`src/rtl/icu_pkg.sv`:
```
package icu_pkg;
   localparam int ADDR_CNT     = 0;
   localparam int ADDR_CTRL    = 1;
   localparam int ADDR_FLAG    = 2;
   localparam int ADDR_CAP0    = 8;
   localparam int CH_A         = 0;
   localparam int CH_C         = 2;
   localparam int CTRL_BUF_BIT = 8;
endpackage

```
`src/rtl/icu_sync_edge.sv`:
```
module icu_sync_edge #(
   parameter int STAGES  = 2,
   parameter bit RST_LVL = 1'b0
) (
   input  logic clk,
   input  logic rst_n,
   input  logic pin_async,
   output logic rise,
   output logic fall
);
   logic [STAGES-1:0] sh_q;
   logic              last_q;

   always_ff @(posedge clk or negedge rst_n) begin
      if (!rst_n) begin
         sh_q   <= {STAGES{RST_LVL}};
         last_q <= RST_LVL;
      end else begin
         sh_q   <= {sh_q[STAGES-2:0], pin_async};
         last_q <= sh_q[STAGES-1];
      end
   end

   assign rise = sh_q[STAGES-1] & ~last_q;
   assign fall = ~sh_q[STAGES-1] & last_q;
endmodule

```
`src/rtl/icu_frc.sv`:
```
module icu_frc #(
   parameter int W = 16
) (
   input  logic         clk,
   input  logic         rst_n,
   input  logic         load,
   input  logic [W-1:0] load_val,
   output logic [W-1:0] cnt
);
   always_ff @(posedge clk or negedge rst_n) begin
      if (!rst_n)     cnt <= '0;
      else if (load)  cnt <= load_val;
      else            cnt <= cnt + W'(1);
   end
endmodule

```
`src/rtl/icu_capture_bank.sv`:
```
module icu_capture_bank #(
   parameter int W       = 16,
   parameter int NUM_CH  = 4,
   parameter int BUF_SRC = 0,
   parameter int BUF_DST = 2
) (
   input  logic                       clk,
   input  logic                       rst_n,
   input  logic [NUM_CH-1:0]          stb,
   input  logic                       buf_en,
   input  logic [W-1:0]               cnt,
   output logic [NUM_CH-1:0][W-1:0]   cap
);
   for (genvar i = 0; i < NUM_CH; i++) begin : g_ch
      logic [W-1:0] r_q;
      if (i == BUF_DST) begin : g_dst
         always_ff @(posedge clk or negedge rst_n) begin
            if (!rst_n)                      r_q <= '0;
            else if (buf_en && stb[BUF_SRC]) r_q <= cap[BUF_SRC];
            else if (!buf_en && stb[i])      r_q <= cnt;
         end
      end else begin : g_plain
         always_ff @(posedge clk or negedge rst_n) begin
            if (!rst_n)      r_q <= '0;
            else if (stb[i]) r_q <= cnt;
         end
      end
      assign cap[i] = r_q;
   end
endmodule

```
`src/rtl/icu_flags.sv`:
```
module icu_flags #(
   parameter int NUM_CH = 4
) (
   input  logic              clk,
   input  logic              rst_n,
   input  logic [NUM_CH-1:0] set,
   input  logic              rd_stb,
   input  logic              wr_stb,
   input  logic [NUM_CH-1:0] wr_bits,
   output logic [NUM_CH-1:0] flag
);
   logic [NUM_CH-1:0] armed_q;
   logic [NUM_CH-1:0] clr;

   assign clr = {NUM_CH{wr_stb}} & ~wr_bits & armed_q & flag;

   always_ff @(posedge clk or negedge rst_n) begin
      if (!rst_n) begin
         flag    <= '0;
         armed_q <= '0;
      end else begin
         flag    <= set | (flag & ~clr);
         armed_q <= (armed_q | ({NUM_CH{rd_stb}} & flag)) & ~(clr & ~set);
      end
   end
endmodule

```
`src/rtl/icu_capture4.sv`:
```
module icu_capture4 #(
   parameter int DATA_W      = 16,
   parameter int NUM_CH      = 4,
   parameter int ADDR_W      = 4,
   parameter int SYNC_STAGES = 2
) (
   input  logic              clk,
   input  logic              rst_n,
   input  logic [NUM_CH-1:0] cap_pin,
   input  logic              bus_sel,
   input  logic              bus_wr,
   input  logic [ADDR_W-1:0] bus_addr,
   input  logic [DATA_W-1:0] bus_wdata,
   output logic [DATA_W-1:0] bus_rdata,
   output logic [NUM_CH-1:0] cap_flag
);
   import icu_pkg::*;

   localparam logic [ADDR_W-1:0] A_CNT  = ADDR_W'(ADDR_CNT);
   localparam logic [ADDR_W-1:0] A_CTRL = ADDR_W'(ADDR_CTRL);
   localparam logic [ADDR_W-1:0] A_FLAG = ADDR_W'(ADDR_FLAG);

   if (NUM_CH < 3 || NUM_CH > 8) begin : g_bad_ch
      $error("icu_capture4: NUM_CH must be 3..8");
   end
   if (DATA_W <= CTRL_BUF_BIT) begin : g_bad_w
      $error("icu_capture4: DATA_W too small for control layout");
   end
   if (SYNC_STAGES < 2) begin : g_bad_sync
      $error("icu_capture4: SYNC_STAGES must be at least 2");
   end
   if ((1 << ADDR_W) < ADDR_CAP0 + NUM_CH) begin : g_bad_addr
      $error("icu_capture4: ADDR_W too small for capture window");
   end

   logic                      wr_cnt, wr_ctrl, wr_flag, rd_flag;
   logic [NUM_CH-1:0]         es_q;
   logic                      buf_en;
   logic [NUM_CH-1:0]         rise, fall, stb;
   logic [DATA_W-1:0]         cnt;
   logic [NUM_CH-1:0][DATA_W-1:0] cap;
   logic [NUM_CH-1:0]         flag;

   assign wr_cnt  = bus_sel &  bus_wr & (bus_addr == A_CNT);
   assign wr_ctrl = bus_sel &  bus_wr & (bus_addr == A_CTRL);
   assign wr_flag = bus_sel &  bus_wr & (bus_addr == A_FLAG);
   assign rd_flag = bus_sel & ~bus_wr & (bus_addr == A_FLAG);

   always_ff @(posedge clk or negedge rst_n) begin
      if (!rst_n) begin
         es_q   <= '0;
         buf_en <= 1'b0;
      end else if (wr_ctrl) begin
         es_q   <= bus_wdata[NUM_CH-1:0];
         buf_en <= bus_wdata[CTRL_BUF_BIT];
      end
   end

   for (genvar i = 0; i < NUM_CH; i++) begin : g_sync
      icu_sync_edge #(.STAGES(SYNC_STAGES), .RST_LVL(1'b0)) u_sync (
         .clk       (clk),
         .rst_n     (rst_n),
         .pin_async (cap_pin[i]),
         .rise      (rise[i]),
         .fall      (fall[i])
      );
   end

   always_comb begin
      for (int i = 0; i < NUM_CH; i++) begin
         stb[i] = es_q[i] ? rise[i] : fall[i];
      end
      if (buf_en) begin
         stb[CH_C] = 1'b0;
         if (es_q[CH_A] != es_q[CH_C]) stb[CH_A] = rise[CH_A] | fall[CH_A];
      end
   end

   icu_frc #(.W(DATA_W)) u_frc (
      .clk      (clk),
      .rst_n    (rst_n),
      .load     (wr_cnt),
      .load_val (bus_wdata),
      .cnt      (cnt)
   );

   icu_capture_bank #(
      .W(DATA_W), .NUM_CH(NUM_CH), .BUF_SRC(CH_A), .BUF_DST(CH_C)
   ) u_bank (
      .clk    (clk),
      .rst_n  (rst_n),
      .stb    (stb),
      .buf_en (buf_en),
      .cnt    (cnt),
      .cap    (cap)
   );

   icu_flags #(.NUM_CH(NUM_CH)) u_flags (
      .clk     (clk),
      .rst_n   (rst_n),
      .set     (stb),
      .rd_stb  (rd_flag),
      .wr_stb  (wr_flag),
      .wr_bits (bus_wdata[NUM_CH-1:0]),
      .flag    (flag)
   );

   assign cap_flag = flag;

   always_comb begin
      bus_rdata = '0;
      if (bus_addr == A_CNT) begin
         bus_rdata = cnt;
      end else if (bus_addr == A_CTRL) begin
         bus_rdata[NUM_CH-1:0]   = es_q;
         bus_rdata[CTRL_BUF_BIT] = buf_en;
      end else if (bus_addr == A_FLAG) begin
         bus_rdata[NUM_CH-1:0] = flag;
      end else begin
         for (int i = 0; i < NUM_CH; i++) begin
            if (bus_addr == ADDR_W'(ADDR_CAP0 + i)) bus_rdata = cap[i];
         end
      end
   end
endmodule

```
`config.mk`:
```
export PLATFORM = sky130hd
export DESIGN_NAME = icu_capture4
export DESIGN_NICKNAME = d
export VERILOG_FILES = /design/src/rtl/icu_pkg.sv /design/src/rtl/icu_sync_edge.sv /design/src/rtl/icu_frc.sv /design/src/rtl/icu_capture_bank.sv /design/src/rtl/icu_flags.sv /design/src/rtl/icu_capture4.sv
export SDC_FILE = /design/constraint.sdc
export NUM_CORES = 1
export LEC_CHECK = 0
export ABC_AREA = 1
export BUFFER_PORTS_ARGS = -buffer_cell sky130_fd_sc_hd__buf_2
export CORE_UTILIZATION = 40
export DETAILED_ROUTE_END_ITERATION = 16
export HOLD_SLACK_MARGIN = 0.02
export PLACE_DENSITY_LB_ADDON = 0.2
export SYNTH_ARGS = -nofsm -noshare
export SYNTH_HDL_FRONTEND = slang
export SYNTH_SLANG_ARGS = --single-unit
```
`constraint.sdc`:
```
create_clock -name clk -period 2.35 [get_ports clk]
set_input_delay 0.705 -clock clk [delete_from_list [all_inputs] [get_ports clk]]
set_output_delay 0.705 -clock clk [all_outputs]
set_load 0.05 [all_outputs]
```
== Yosys cells after proc, flatten, opt, wreduce, memory -nomap -nowiden ==
Cells that the tools add are included.
Cells by class
  bitwise gates (word level): 37
  reduce and logical (&&, ||, !) cells: 5
  muxes and demuxes: 21
  add/sub/neg operators: 1
  eq/ne operators: 7
Operators with widths (number)
  $mux W16: 8
  $and A4 B4 Y4: 7
  $add A16 B1 Y16 const B: 1
  $eq A4 B4 Y1 const B: 4
  $not A4 Y4: 4
  $and A1 B1 Y1: 14
  $mux W12: 1
  $mux W4: 3
  $not A1 Y1: 9
  $mux W1: 8
  $or A4 B4 Y4: 2
  $mux W7: 1
  $eq A4 B1 Y1 const B: 1
  $eq A4 B2 Y1 const B: 1
  $logic_not A4 Y1: 1
  $logic_and A1 B1 Y1: 2
  $reduce_bool A2 Y1: 1
  $logic_not A1 Y1: 1
  $ne A1 B1 Y1: 1
  $or A1 B1 Y1: 1
Word-level totals
  output and inout bits: 20
  flip-flop bits (word level): 105
  input port bits: 28

== Logic depth before layout (Yosys ltp) ==
Gate-level depths: netlist of the first run.
  depth after elaboration: 9
  gate-level depth with buffers: 12
  mapped depth without buffers: 10

== Modules after synthesis ==
Synthesis of the first run repeated with hierarchy kept, for this count alone.
Second synthesis, totals
  cell total of the unflattened synthesis: 736
  area total of the unflattened synthesis: 5549.1 µm²
By module, submodules not included
  icu_capture_bank: area each 2776.4 µm², times used 1, cells each 326, sequential area each 1601.5 µm²
  icu_capture4: area each 1084.8 µm², times used 1, cells each 206, sequential area each 125.1 µm²
  icu_frc: area each 987.2 µm², times used 1, cells each 140, sequential area each 400.4 µm²
  icu_sync_edge: area each 90.1 µm², times used 4, cells each 7, sequential area each 75.1 µm²
  icu_flags: area each 340.3 µm², times used 1, cells each 36, sequential area each 200.2 µm²

== Worst setup path after synthesis of the first run ==
Ideal clock, no wire load.
  kind: input port to output port
  start point: in bus_addr[3]
  end point: out bus_rdata[8]
  path slack: -332 ps
  required time: 1645 ps
  buffers on the path: 1
  arrival time: 1977 ps
  stages on the path: 5
  cell sequence: inv_1 > nor2_1 > buf_2 > o21ai_0 > a21oi_1
Between the ends
  longest elaborated chain between the ends: 8
  elaborated cells on any way between the ends: 14
  those cells by class: 6 x eq/ne; 7 x mux; 1 x reduce/logical
RTL lines
  from (decl): RTL line icu_capture4.sv:12  | input logic [ADDR_W-1:0] bus_addr,
  $eq A4 B4 Y1: RTL line icu_capture4.sv:121  | if (bus_addr == ADDR_W'(ADDR_CAP0 + i)) bus_rdata = cap[i];
  $mux W16 (4 in series): RTL line icu_capture4.sv:121
  $mux W12: RTL line icu_capture4.sv:117  | end else if (bus_addr == A_FLAG) begin
  $mux W1: RTL line icu_capture4.sv:114  | end else if (bus_addr == A_CTRL) begin
  $mux W16 *: RTL line icu_capture4.sv:112  | if (bus_addr == A_CNT) begin
  to (decl): RTL line icu_capture4.sv:14  | output logic [DATA_W-1:0] bus_rdata,
Mark *: on every way between the ends. The rest lies on a longest branch, timed or not.

== Worst setup path after layout of the first run ==
  start point: in bus_addr[2]
  end point: out bus_rdata[3]
Between the ends
  longest elaborated chain between the ends: 8
  elaborated cells on any way between the ends: 14
  those cells by class: 6 x eq/ne; 7 x mux; 1 x reduce/logical
RTL lines (RTL line)
  $eq A4 B4 Y1: icu_capture4.sv:121
  $mux W16 (4 in series): icu_capture4.sv:121
  $mux W4: icu_capture4.sv:117
  $mux W4: icu_capture4.sv:114
  $mux W16 *: icu_capture4.sv:112
Marks and branches as above.

==> run metrics, run 1 <==
fin nets=roughly 820; ANT cells=0; Comb pwr share=0.299; Port-buffer cells=47; max_cap viols=0; top-area cell type share of the netlist area=0.485; top cells by count, synth=nand2_1, dfrtp_1, nand3_1; DR iter-0 viols=about 380; CTS hold repair buffers=0; WS Path Type=in2out; TritonCTS Buffers=9; Clk pwr share=0.262; Starting Density=0.409; Layout Skew=7.56 ps; crit start category=primary input; count of different cell masters after synthesis=27; RSZ-0062 raised after global routing=yes; initial antenna violation count=0; Worst Hold Class=in2async; Die Wd=118 µm; fmax=~410 MHz; Max-Slew Margin vs Limit=0.666; Fin. Hold Viols=0; Core Area=0.0132 mm²; final worst setup slack=-113 ps; pin count of the biggest net entering global routing=46; Slew Limit Fails=0; gpl congestion=0.844; ys async rst share=1.00; number of global-route vias before repair=approximately 5.0k; Post-DRT Antenna Nets=0; total global-route track usage=0.242; min Tclk post-route=between 2000 and 2500 ps; sequential element share of the synthesized area=0.485; Clock Sinks=105; cell count after synthesis=722; Cell Count, Final, Fillers Out=974; worst skew pair latency=360 ps; Ys Warns=0; synthesis-to-layout area growth=28.6%; Power Dens Cells=just under 1000 mW/mm²; Max IR drop VDD=between 0.0004 and 0.0005 V; ys flop type=dfrtp_1; synthesized net count=approximately 750; CP Max Fanout=7; Reg2Reg Setup Slack=around 460 ps; clock-pin slew on the worst setup and hold paths=around 70 ps; DP HPWL=10700 µm; H-tree Lvls=3; first-pass GRT wire length=26100 µm; DRC=0; die height=118 µm; share of power burned in registers=0.440; Ports=48; most common cell in the netlist=nand2_1; WL/cell=16.4 µm; cell area after synthesis=approximately 0.0054 mm²; Internal Power=about 4.2 mW; CTS tree=yes; # setup viols final=16; DR vias=roughly 5k; P_sw=~2.5 mW; Synth area leader=dfrtp_1; Longest Clk Path Bufs=2; Via density=approximately 5.2; failing checks=negative setup slack; status=complete, but fails checks; num rows=42; design area=approximately 0.0070 mm²; Final Cycle Share=1.05; grt ovf=0; final WL=around 16000 µm; placed insts=about 960; critical path cell sequence=buf_8 -> buf_4 -> nor2_4 -> nand3_1 -> nand3_2 -> nor2_1 -> nand4_1 -> buf_6; Clock Tree Root=clkbuf_16; Max stage delay cell, worst path=nor2_4; max incr delay on CP=approximately 220 ps; DP Area=0.00611 mm²; Post-Syn Area per Cell=around 7.5 µm²; top cells by area, synth=dfrtp_1, nand2_1, nand3_1; WP data arrival=1760 ps; Sw Ratio=0.378; First-pass DRT Iterations=8; layout cell share with drive strength beyond 1=0.247; area of the die=roughly 0.014 mm²; Worst EP required=roughly 1600 ps; leakage=about 3.4 nW; Worst setup EP type=primary output; worst-margin pin slew=~500 ps; synthesis-stage register bit count=around 110; Post-synth EDFFs=0
## worst max-delay path: cells and delay by family
| family | cells | cell delay, ps |
|---|---|---|
| AND/OR/NAND/NOR | 5 | 600 |
| buffers and inverters | 3 | 440 |
## per-layer routing
| layer | vias to the layer above | share of wire | track usage | wire (µm) |
|---|---|---|---|---|
| met5 | - | 0 | 0 | 0 |
| met4 | 0 | 0.017 | 0.0897 | 267 |
| met3 | 20 | 0.048 | 0.0410 | 762 |
| met2 | 139 | 0.48 | 0.389 | 7660 |
| met1 | 2409 | 0.45 | 0.327 | 7240 |
| li1 | 2454 | - | - | - |
## timing repair
action                                 in CTS  in global routing
gates resized for setup                   131                 11
pin swaps                                  44                 22
cloned                                      2                  0
endpoints found under the hold margin       0                  0
buffers inserted                            1                  0
setup endpoints to repair                  16                 16
## stage by stage
stage / TNS (ps) / util / power [mW] / hold slack, ps / setup WS, ps
after floorplan: 0 / - / 4.06 / 331 / 1.07
after global placement: -4120 / 0.461 / 4.71 / 333 / -282
after detailed placement: -4460 / 0.461 / 4.76 / 340 / -318
after CTS: -1780 / 0.523 / 6.70 / 304 / -153
after global routing: -2110 / 0.526 / 7.11 / 318 / -159
final: -1150 / 0.526 / 6.72 / 295 / -113
## placed cells by master, fill, tap and decap left out, types with 4 or more instances in the layout
| cell | count |
|---|---|
| nand2_2 | 31 |
| nand4_1 | 25 |
| nor2_4 | 12 |
| buf_8 | 11 |
| nand2_1 | 231 |
| inv_1 | 62 |
| a21oi_1 | 14 |
| nand3_2 | 20 |
| buf_2 | 26 |
| o21ai_0 | 45 |
| buf_4 | 32 |
| buf_6 | 16 |
| o21ai_1 | 17 |
| clkbuf_16 | 9 |
| nor2_1 | 35 |
| o21bai_1 | 4 |
| dfrtp_1 | 105 |
| inv_2 | 6 |
| xor2_1 | 4 |
| buf_12 | 7 |
| nand3_1 | 55 |
## path summary, 6_finish.rpt
kind | endpoint | cells past startpoint | from
setup / recovery | bus_rdata[3] | 8 | bus_addr[2]
max in group asynchronous | u_bank.g_ch[1].r_q[8] | 2 | rst_n
hold reg to reg | g_sync[0].u_sync.sh_q[1] | 0 | g_sync[0].u_sync.sh_q[0]
hold / removal | u_bank.g_ch[3].r_q[7] | 1 | rst_n
min in group clk | g_sync[0].u_sync.sh_q[1] | 0 | g_sync[0].u_sync.sh_q[0]
setup reg to reg | u_frc.cnt[10] | 7 | u_frc.cnt[0]
## flip-flops by register name, summed over array words and instances (netlist names)
name / flops
u_bank.g_ch.r_q: 64
u_frc.cnt: 16
g_sync.u_sync.sh_q: 8
es_q: 4
g_sync.u_sync.last_q: 4
u_flags.armed_q: 4
u_flags.flag: 4
buf_en: 1
## area by class of cell
cell class | instances | area [µm²]
clock inverter | 7 | 118
sequential | 105 | 2630
timing repair buffer | 92 | 856
multi-input combinational | 512 | 2630
tap | 176 | 220
inverter | 73 | 289
clock buffer | 9 | 225
fill | 1292 | 6280
## kinds of logic after synthesis
kind of cell / count (synthesis) / synth area share
simple gates: 417 / 0.330
buf+inv: 106 / 0.0852
flops: 105 / 0.485
compound gates: 87 / 0.0864
xor+xnor: 4 / 0.00647
fa+ha+maj: 3 / 0.00693
## power by group through the flow
stage / Clock, mW / Combinational (mW) / Sequential (mW)
3_3_place_gp: 0 / 1.78 / 2.93
3_5_place_dp: 0 / 1.83 / 2.93
5_1_grt: 1.85 / 2.23 / 3.03
2_1_floorplan: 0 / 1.34 / 2.72
4_1_cts: 1.78 / 1.99 / 2.93
6_report: 1.76 / 2.01 / 2.95
Power figures use the tool's default switching activity.
==> run 2, diff against run 1 <==
--- a/config.mk
+++ b/config.mk
@@ -5,7 +5,7 @@
 export SDC_FILE = /design/constraint.sdc
 export NUM_CORES = 1
 export LEC_CHECK = 0
-export ABC_AREA = 1
+export ABC_AREA = 0
 export BUFFER_PORTS_ARGS = -buffer_cell sky130_fd_sc_hd__buf_2
 export CORE_UTILIZATION = 40
 export DETAILED_ROUTE_END_ITERATION = 16
@@ -13,4 +13,5 @@
 export PLACE_DENSITY_LB_ADDON = 0.2
 export SYNTH_ARGS = -nofsm -noshare
 export SYNTH_HDL_FRONTEND = slang
+export SYNTH_HIERARCHICAL = 1
 export SYNTH_SLANG_ARGS = --single-unit
==> run 2 against run 1 <==
The flow still finishes with violations (negative setup slack). Cell area down 1.2%. Register-to-register slack better by 120 ps. Synthesized cell count decreased by 41%. Area after synthesis up 2.9%. Critical path depth decreased by 3. Fmax fell by 3.6%. Cell count down 31%. Combinational power is 25% higher. Sequential share of layout area up 0.45 points. First-iteration DRC count fell by 61%.
==> run metrics, run 2 <==
status=complete, but fails checks; failing checks=negative setup slack; gpl congestion=0.770; Most Used Layer, Global Route=met2; most common cell after layout, fill and taps aside=dfrtp_1; clock-pin slew on the worst setup and hold paths=around 70 ps; area of the die=about 0.014 mm²; Core Area=roughly 0.013 mm²; WP data arrival=approximately 1900 ps; synthesized net count=between 400 and 500; Final Cycle Share=1.09; FF-to-FF path depth=5; Synth area leader=dfrtp_1; most common cell in the netlist=dfrtp_1; max incr delay on CP=roughly 500 ps; Power Dens Cells=about 1000 mW/mm²; Die Wd=about 120 µm; leakage=about 3.0 nW; most frequent cells in the layout=dfrtp_1, mux2i_1, mux2_4, buf_2, buf_4; fmax=about 390 MHz; Post-DRT Antenna Nets=0; setup tns final=-2830 ps; Worst EP required=between 1500 and 2000 ps; top cells by area, synth=dfrtp_1, mux2i_1, mux2_4; RSZ-0062 raised after global routing=yes; fin nets=roughly 520; ys flop type=dfrtp_1; cell area after synthesis=between 0.005 and 0.006 mm²; Clock Tree Root=clkbuf_16; Port-buffer cells=47; Post-Syn Area per Cell=13.1 µm²; die height=around 120 µm; Layout Skew=9.01 ps; Reg2Reg Setup Slack=about 580 ps; cell count after synthesis=approximately 420; First-pass DRT Iterations=4; cell mode on critical path=buf_12; Ports=48; CTS tree=yes; Longest Clk Path Bufs=2; ys async rst share=1.00; Clock Sinks=about 110; CTS hold repair buffers=0; Cell Count, Final, Fillers Out=676; DP HPWL=8740 µm; WL/cell=~20 µm; Top delay family on crit path=multiplexers; final core utilization=0.514; design area=around 0.0069 mm²; initial antenna violation count=0; TritonCTS Buffers=9; grt ovf=0; top-area cell type share of the netlist area=0.471; worst-margin pin slew=a little over 700 ps; worst skew pair latency=about 360 ps; GR Util met1=0.275; Largest Register=u_bank/g_ch.r_q; count of different cell masters after synthesis=50; Slew Limit Fails=0; pre-CTS WS=-347 ps; H-tree Lvls=3; ANT cells=0; final worst setup slack=-205 ps; final WL=roughly 14000 µm; Top Registers=u_bank/g_ch.r_q x64, u_frc/cnt x16, g_sync.u_sync/sh_q x8; CP Max Fanout=5; Max-Slew Margin vs Limit=0.525; Starting Density=0.416; reg2reg start=g_sync[0].u_sync/sh_q[1]; # setup viols final=16; Reg-to-Reg End=u_bank/g_ch[0].r_q[15]; Via density=5.40; Fin. Hold Viols=0; num rows=42; Hold WS=approximately 350 ps; synthesis-to-layout area growth=23.4%; GR Util met3=0.0490; CP Buf/Inv Count=3; total global-route track usage=0.203; placed insts=~660; min Tclk post-route=between 2000 and 3000 ps; Max stage delay cell, worst path=mux4_2; DR iter-0 viols=roughly 150; pin count of the biggest net entering global routing=106; Pwr Total=~7.2 mW; synthesis-stage register bit count=approximately 110; sequential element share of the synthesized area=0.471; M2 GR Usage=0.325; DRC=0; Max IR drop VDD=0.000501 V; top cells by count, synth=dfrtp_1, mux2i_1, mux2_4; CP Launch Point=bus_addr[0]; max_cap viols=0; critical path cell sequence=buf_12 -> buf_12 -> mux4_2 -> a22o_4 -> buf_6; Setup crit end=bus_rdata[5]; number of global-route vias before repair=about 4k; layout cell share with drive strength beyond 1=0.436; Worst Hold Class=reg2reg; WS Path Type=in2out; Worst setup EP type=primary output; DR vias=between 3k and 4k; first-pass GRT wire length=between 20000 and 25000 µm; WP depth=5; Post-synth EDFFs=0; DP Area=approximately 0.0063 mm²; number of flip-flops under the largest register name=64; Ys Warns=6; crit start category=primary input
[run 2: layout make-up]
type                    instances  area, µm²
clock buffers                   9        225
well taps                     176        220
clock inverters                 7       71.3
repair buffers                 85        830
fillers                      1196       6520
flip-flops and latches        105       2630
inverters                      11       41.3
multi-input cells             283       2870
[run 2: worst min-delay path by stage]
| stage | from | endpoint | slack, ps | cells after the start |
|---|---|---|---|---|
| 5_1_grt | g_sync[3].u_sync/sh_q[0] | g_sync[3].u_sync/sh_q[1] | 370 | 0 |
| 3_5_place_dp | g_sync[2].u_sync/sh_q[0] | g_sync[2].u_sync/sh_q[1] | 330 | 0 |
| 4_1_cts | g_sync[2].u_sync/sh_q[0] | g_sync[2].u_sync/sh_q[1] | 350 | 0 |
| 6_report | g_sync[2].u_sync/sh_q[0] | g_sync[2].u_sync/sh_q[1] | 350 | 0 |
| 2_1_floorplan | g_sync[0].u_sync/sh_q[0] | g_sync[0].u_sync/sh_q[1] | 330 | 0 |
| 3_3_place_gp | g_sync[3].u_sync/sh_q[0] | g_sync[3].u_sync/sh_q[1] | 330 | 0 |
[run 2: layer usage]
layer  part of all wire  up-vias
li1                   -     1686
met2               0.48       73
met4              0.014        0
met3              0.042       16
met1               0.47     1875
met5                  0        -
[run 2: where the power goes]
| group | switching [mW] | internal [mW] |
|---|---|---|
| sequential | 0.678 | 2.50 |
| combinational | 1.08 | 1.43 |
| clock | 0.716 | 0.825 |
[run 2: kinds of logic after synthesis]
family / count (synthesis) / synth area share
compound gates: 64 / 0.0763
buf+inv: 36 / 0.0523
xor+xnor: 14 / 0.0220
flops: 105 / 0.471
simple gates: 79 / 0.0900
mux: 125 / 0.286
fa+ha+maj: 1 / 0.00224
[run 2: repair_timing]
item / CTS / global route
pin swaps: 9 / 5
resized for setup: 51 / 7
buffers inserted: 1 / 0
gates cloned: 2 / 0
endpoints found under the setup margin: 16 / 16
==> run 3, diff against run 2 <==
--- a/config.mk
+++ b/config.mk
@@ -6,11 +6,13 @@
 export NUM_CORES = 1
 export LEC_CHECK = 0
 export ABC_AREA = 0
+export ABC_CLOCK_PERIOD_IN_PS = 2350
 export BUFFER_PORTS_ARGS = -buffer_cell sky130_fd_sc_hd__buf_2
-export CORE_UTILIZATION = 40
+export CORE_UTILIZATION = 58
 export DETAILED_ROUTE_END_ITERATION = 16
 export HOLD_SLACK_MARGIN = 0.02
 export PLACE_DENSITY_LB_ADDON = 0.2
+export RECOVER_POWER = 25
 export SYNTH_ARGS = -nofsm -noshare
 export SYNTH_HDL_FRONTEND = slang
 export SYNTH_HIERARCHICAL = 1
==> run 3 against run 2 <==
The flow still finishes with violations (negative setup slack). Sequential power hardly changed. Utilization is 22 points higher. Largest cell class unchanged. Die area is 31% lower. Via count is 2.8% higher.
==> run metrics, run 3 (synthesis gave the netlist of run 2 again) <==
total global-route track usage=0.289; RSZ-0062 raised after global routing=yes; DR iter-0 viols=about 130; Clock Tree Root=clkbuf_8; WL/cell=21.1 µm; Reg2Reg Setup Slack=490 ps; WP data arrival=about 1900 ps; Starting Density=0.601; First-pass DRT Iterations=4; ANT cells=0; fmax=just under 400 MHz; min Tclk post-route=2560 ps; Max-Slew Margin vs Limit=0.338; crit start category=primary input; CP Buf/Inv Count=3; initial antenna violation count=0; final core utilization=0.731; clock-pin slew on the worst setup and hold paths=roughly 100 ps; Final Cycle Share=1.09; number of global-route vias before repair=around 4k; number of flip-flops under the largest register name=64; CP Max Fanout=8; synthesis-to-layout area growth=21.7%; pre-CTS WS=-344 ps; fin nets=525; CTS tree=yes; DRC=0; layout cell share with drive strength beyond 1=0.445; Core Area=between 0.009 and 0.01 mm²; grt ovf=0; worst-margin pin slew=992 ps; final WL=around 13000 µm; Layout Skew=~10 ps; first-pass GRT wire length=~22000 µm; TritonCTS Buffers=9; Ports=48; most common cell after layout, fill and taps aside=dfrtp_1; critical path cell sequence=buf_12 -> buf_12 -> or2_4 -> a21oi_2 -> a31oi_2 -> o22ai_4 -> buf_6; Die Wd=between 100 and 150 µm; max incr delay on CP=about 300 ps; Top Registers=u_bank/g_ch.r_q x64, u_frc/cnt x16, g_sync.u_sync/sh_q x8; worst skew pair latency=380 ps; pin count of the biggest net entering global routing=just over 40; design area=just under 0.007 mm²; Worst Hold Class=reg2reg; failing checks=negative setup slack; Worst EP required=between 1500 and 2000 ps; Clock Sinks=105; # setup viols final=16; WS Path Type=in2out; DR vias=between 3k and 4k; final worst setup slack=-211 ps; cell mode on critical path=buf_12; num rows=35; Via density=between 5 and 6; Max stage delay cell, worst path=or2_4; placed insts=609; max_cap viols=0; Top delay family on crit path=buffers and inverters; status=complete, but fails checks; gpl congestion=0.834; Power Dens Cells=approximately 1000 mW/mm²; Largest Register=u_bank/g_ch.r_q; DP Area=approximately 0.0063 mm²; die height=approximately 100 µm; DP HPWL=between 8000 and 9000 µm; Worst setup EP type=primary output; Post-DRT Antenna Nets=0; setup tns final=-2810 ps; Slew Limit Fails=0; area of the die=0.0100 mm²; Longest Clk Path Bufs=2; H-tree Lvls=3; Cell Count, Final, Fillers Out=630; most frequent cells in the layout=dfrtp_1, mux2i_1, mux2_4, buf_2, buf_4; leakage=between 2 and 3 nW; Max IR drop VDD=0.000570 V; Port-buffer cells=between 40 and 50; Fin. Hold Viols=0
## run 3: repair_timing
action                     in CTS  in global routing
setup endpoints to repair      16                 16
pin swaps                      15                  8
hold buffers                    0                  0
gates resized for setup        68                  6
setup buffers                   3                  0
gates cloned                    2                  0
## run 3: worst register-to-register path: cells and delay by family (launching register included)
family          cells  cell delay, ps
compound gates      1              80
xor+xnor            1             160
fa+ha+maj           1             380
flops               1             570
simple gates        2             570
## run 3: layer usage
layer  wire length [µm]  vias to the layer above  global-route usage
met5                  0                        -                   0
met1               5660                     1947               0.361
met2               6950                       94               0.515
met4                302                        0              0.0914
li1                   -                     1683                   -
met3                398                       29              0.0494
## run 3: final timing paths
kind / cells past startpoint / startpoint / endpoint
hold / removal: 0 / g_sync[3].u_sync/sh_q[0] / g_sync[3].u_sync/sh_q[1]
setup / recovery: 7 / bus_addr[0] / bus_rdata[0]
max in group asynchronous: 2 / rst_n / u_bank/g_ch[2].r_q[3]
hold reg to reg: 0 / g_sync[3].u_sync/sh_q[0] / g_sync[3].u_sync/sh_q[1]
setup reg to reg: 5 / u_frc/cnt[1] / u_frc/cnt[14]
min in group asynchronous: 1 / rst_n / u_bank/g_ch[1].r_q[13]
## run 3: layout make-up
type / count / area [µm²]
Fill cell: 651 / 2500
Inverter: 11 / 41.3
Tap cell: 129 / 161
Timing Repair Buffer: 86 / 828
Clock inverter: 7 / 75.1
Clock buffer: 9 / 124
Sequential cell: 105 / 2630
Multi-Input combinational cell: 283 / 2930
## run 3: where the power goes
part           total (mW)  switching [mW]  internal (mW)  leakage [nW]
combinational        2.65            1.17           1.48          1.62
sequential           3.14           0.649           2.49          1.24
clock                1.17           0.662          0.503         0.104
total                6.95            2.48           4.47          2.96
## run 3: metrics by stage
| stage | total power, mW | hold slack, ps |
|---|---|---|
| 2_1_floorplan | 4.94 | 331 |
| 3_3_place_gp | 5.45 | 333 |
| 3_5_place_dp | 5.61 | 342 |
| 4_1_cts | 6.94 | 314 |
| 5_1_grt | 7.32 | 373 |
| 6_report | 6.95 | 358 |
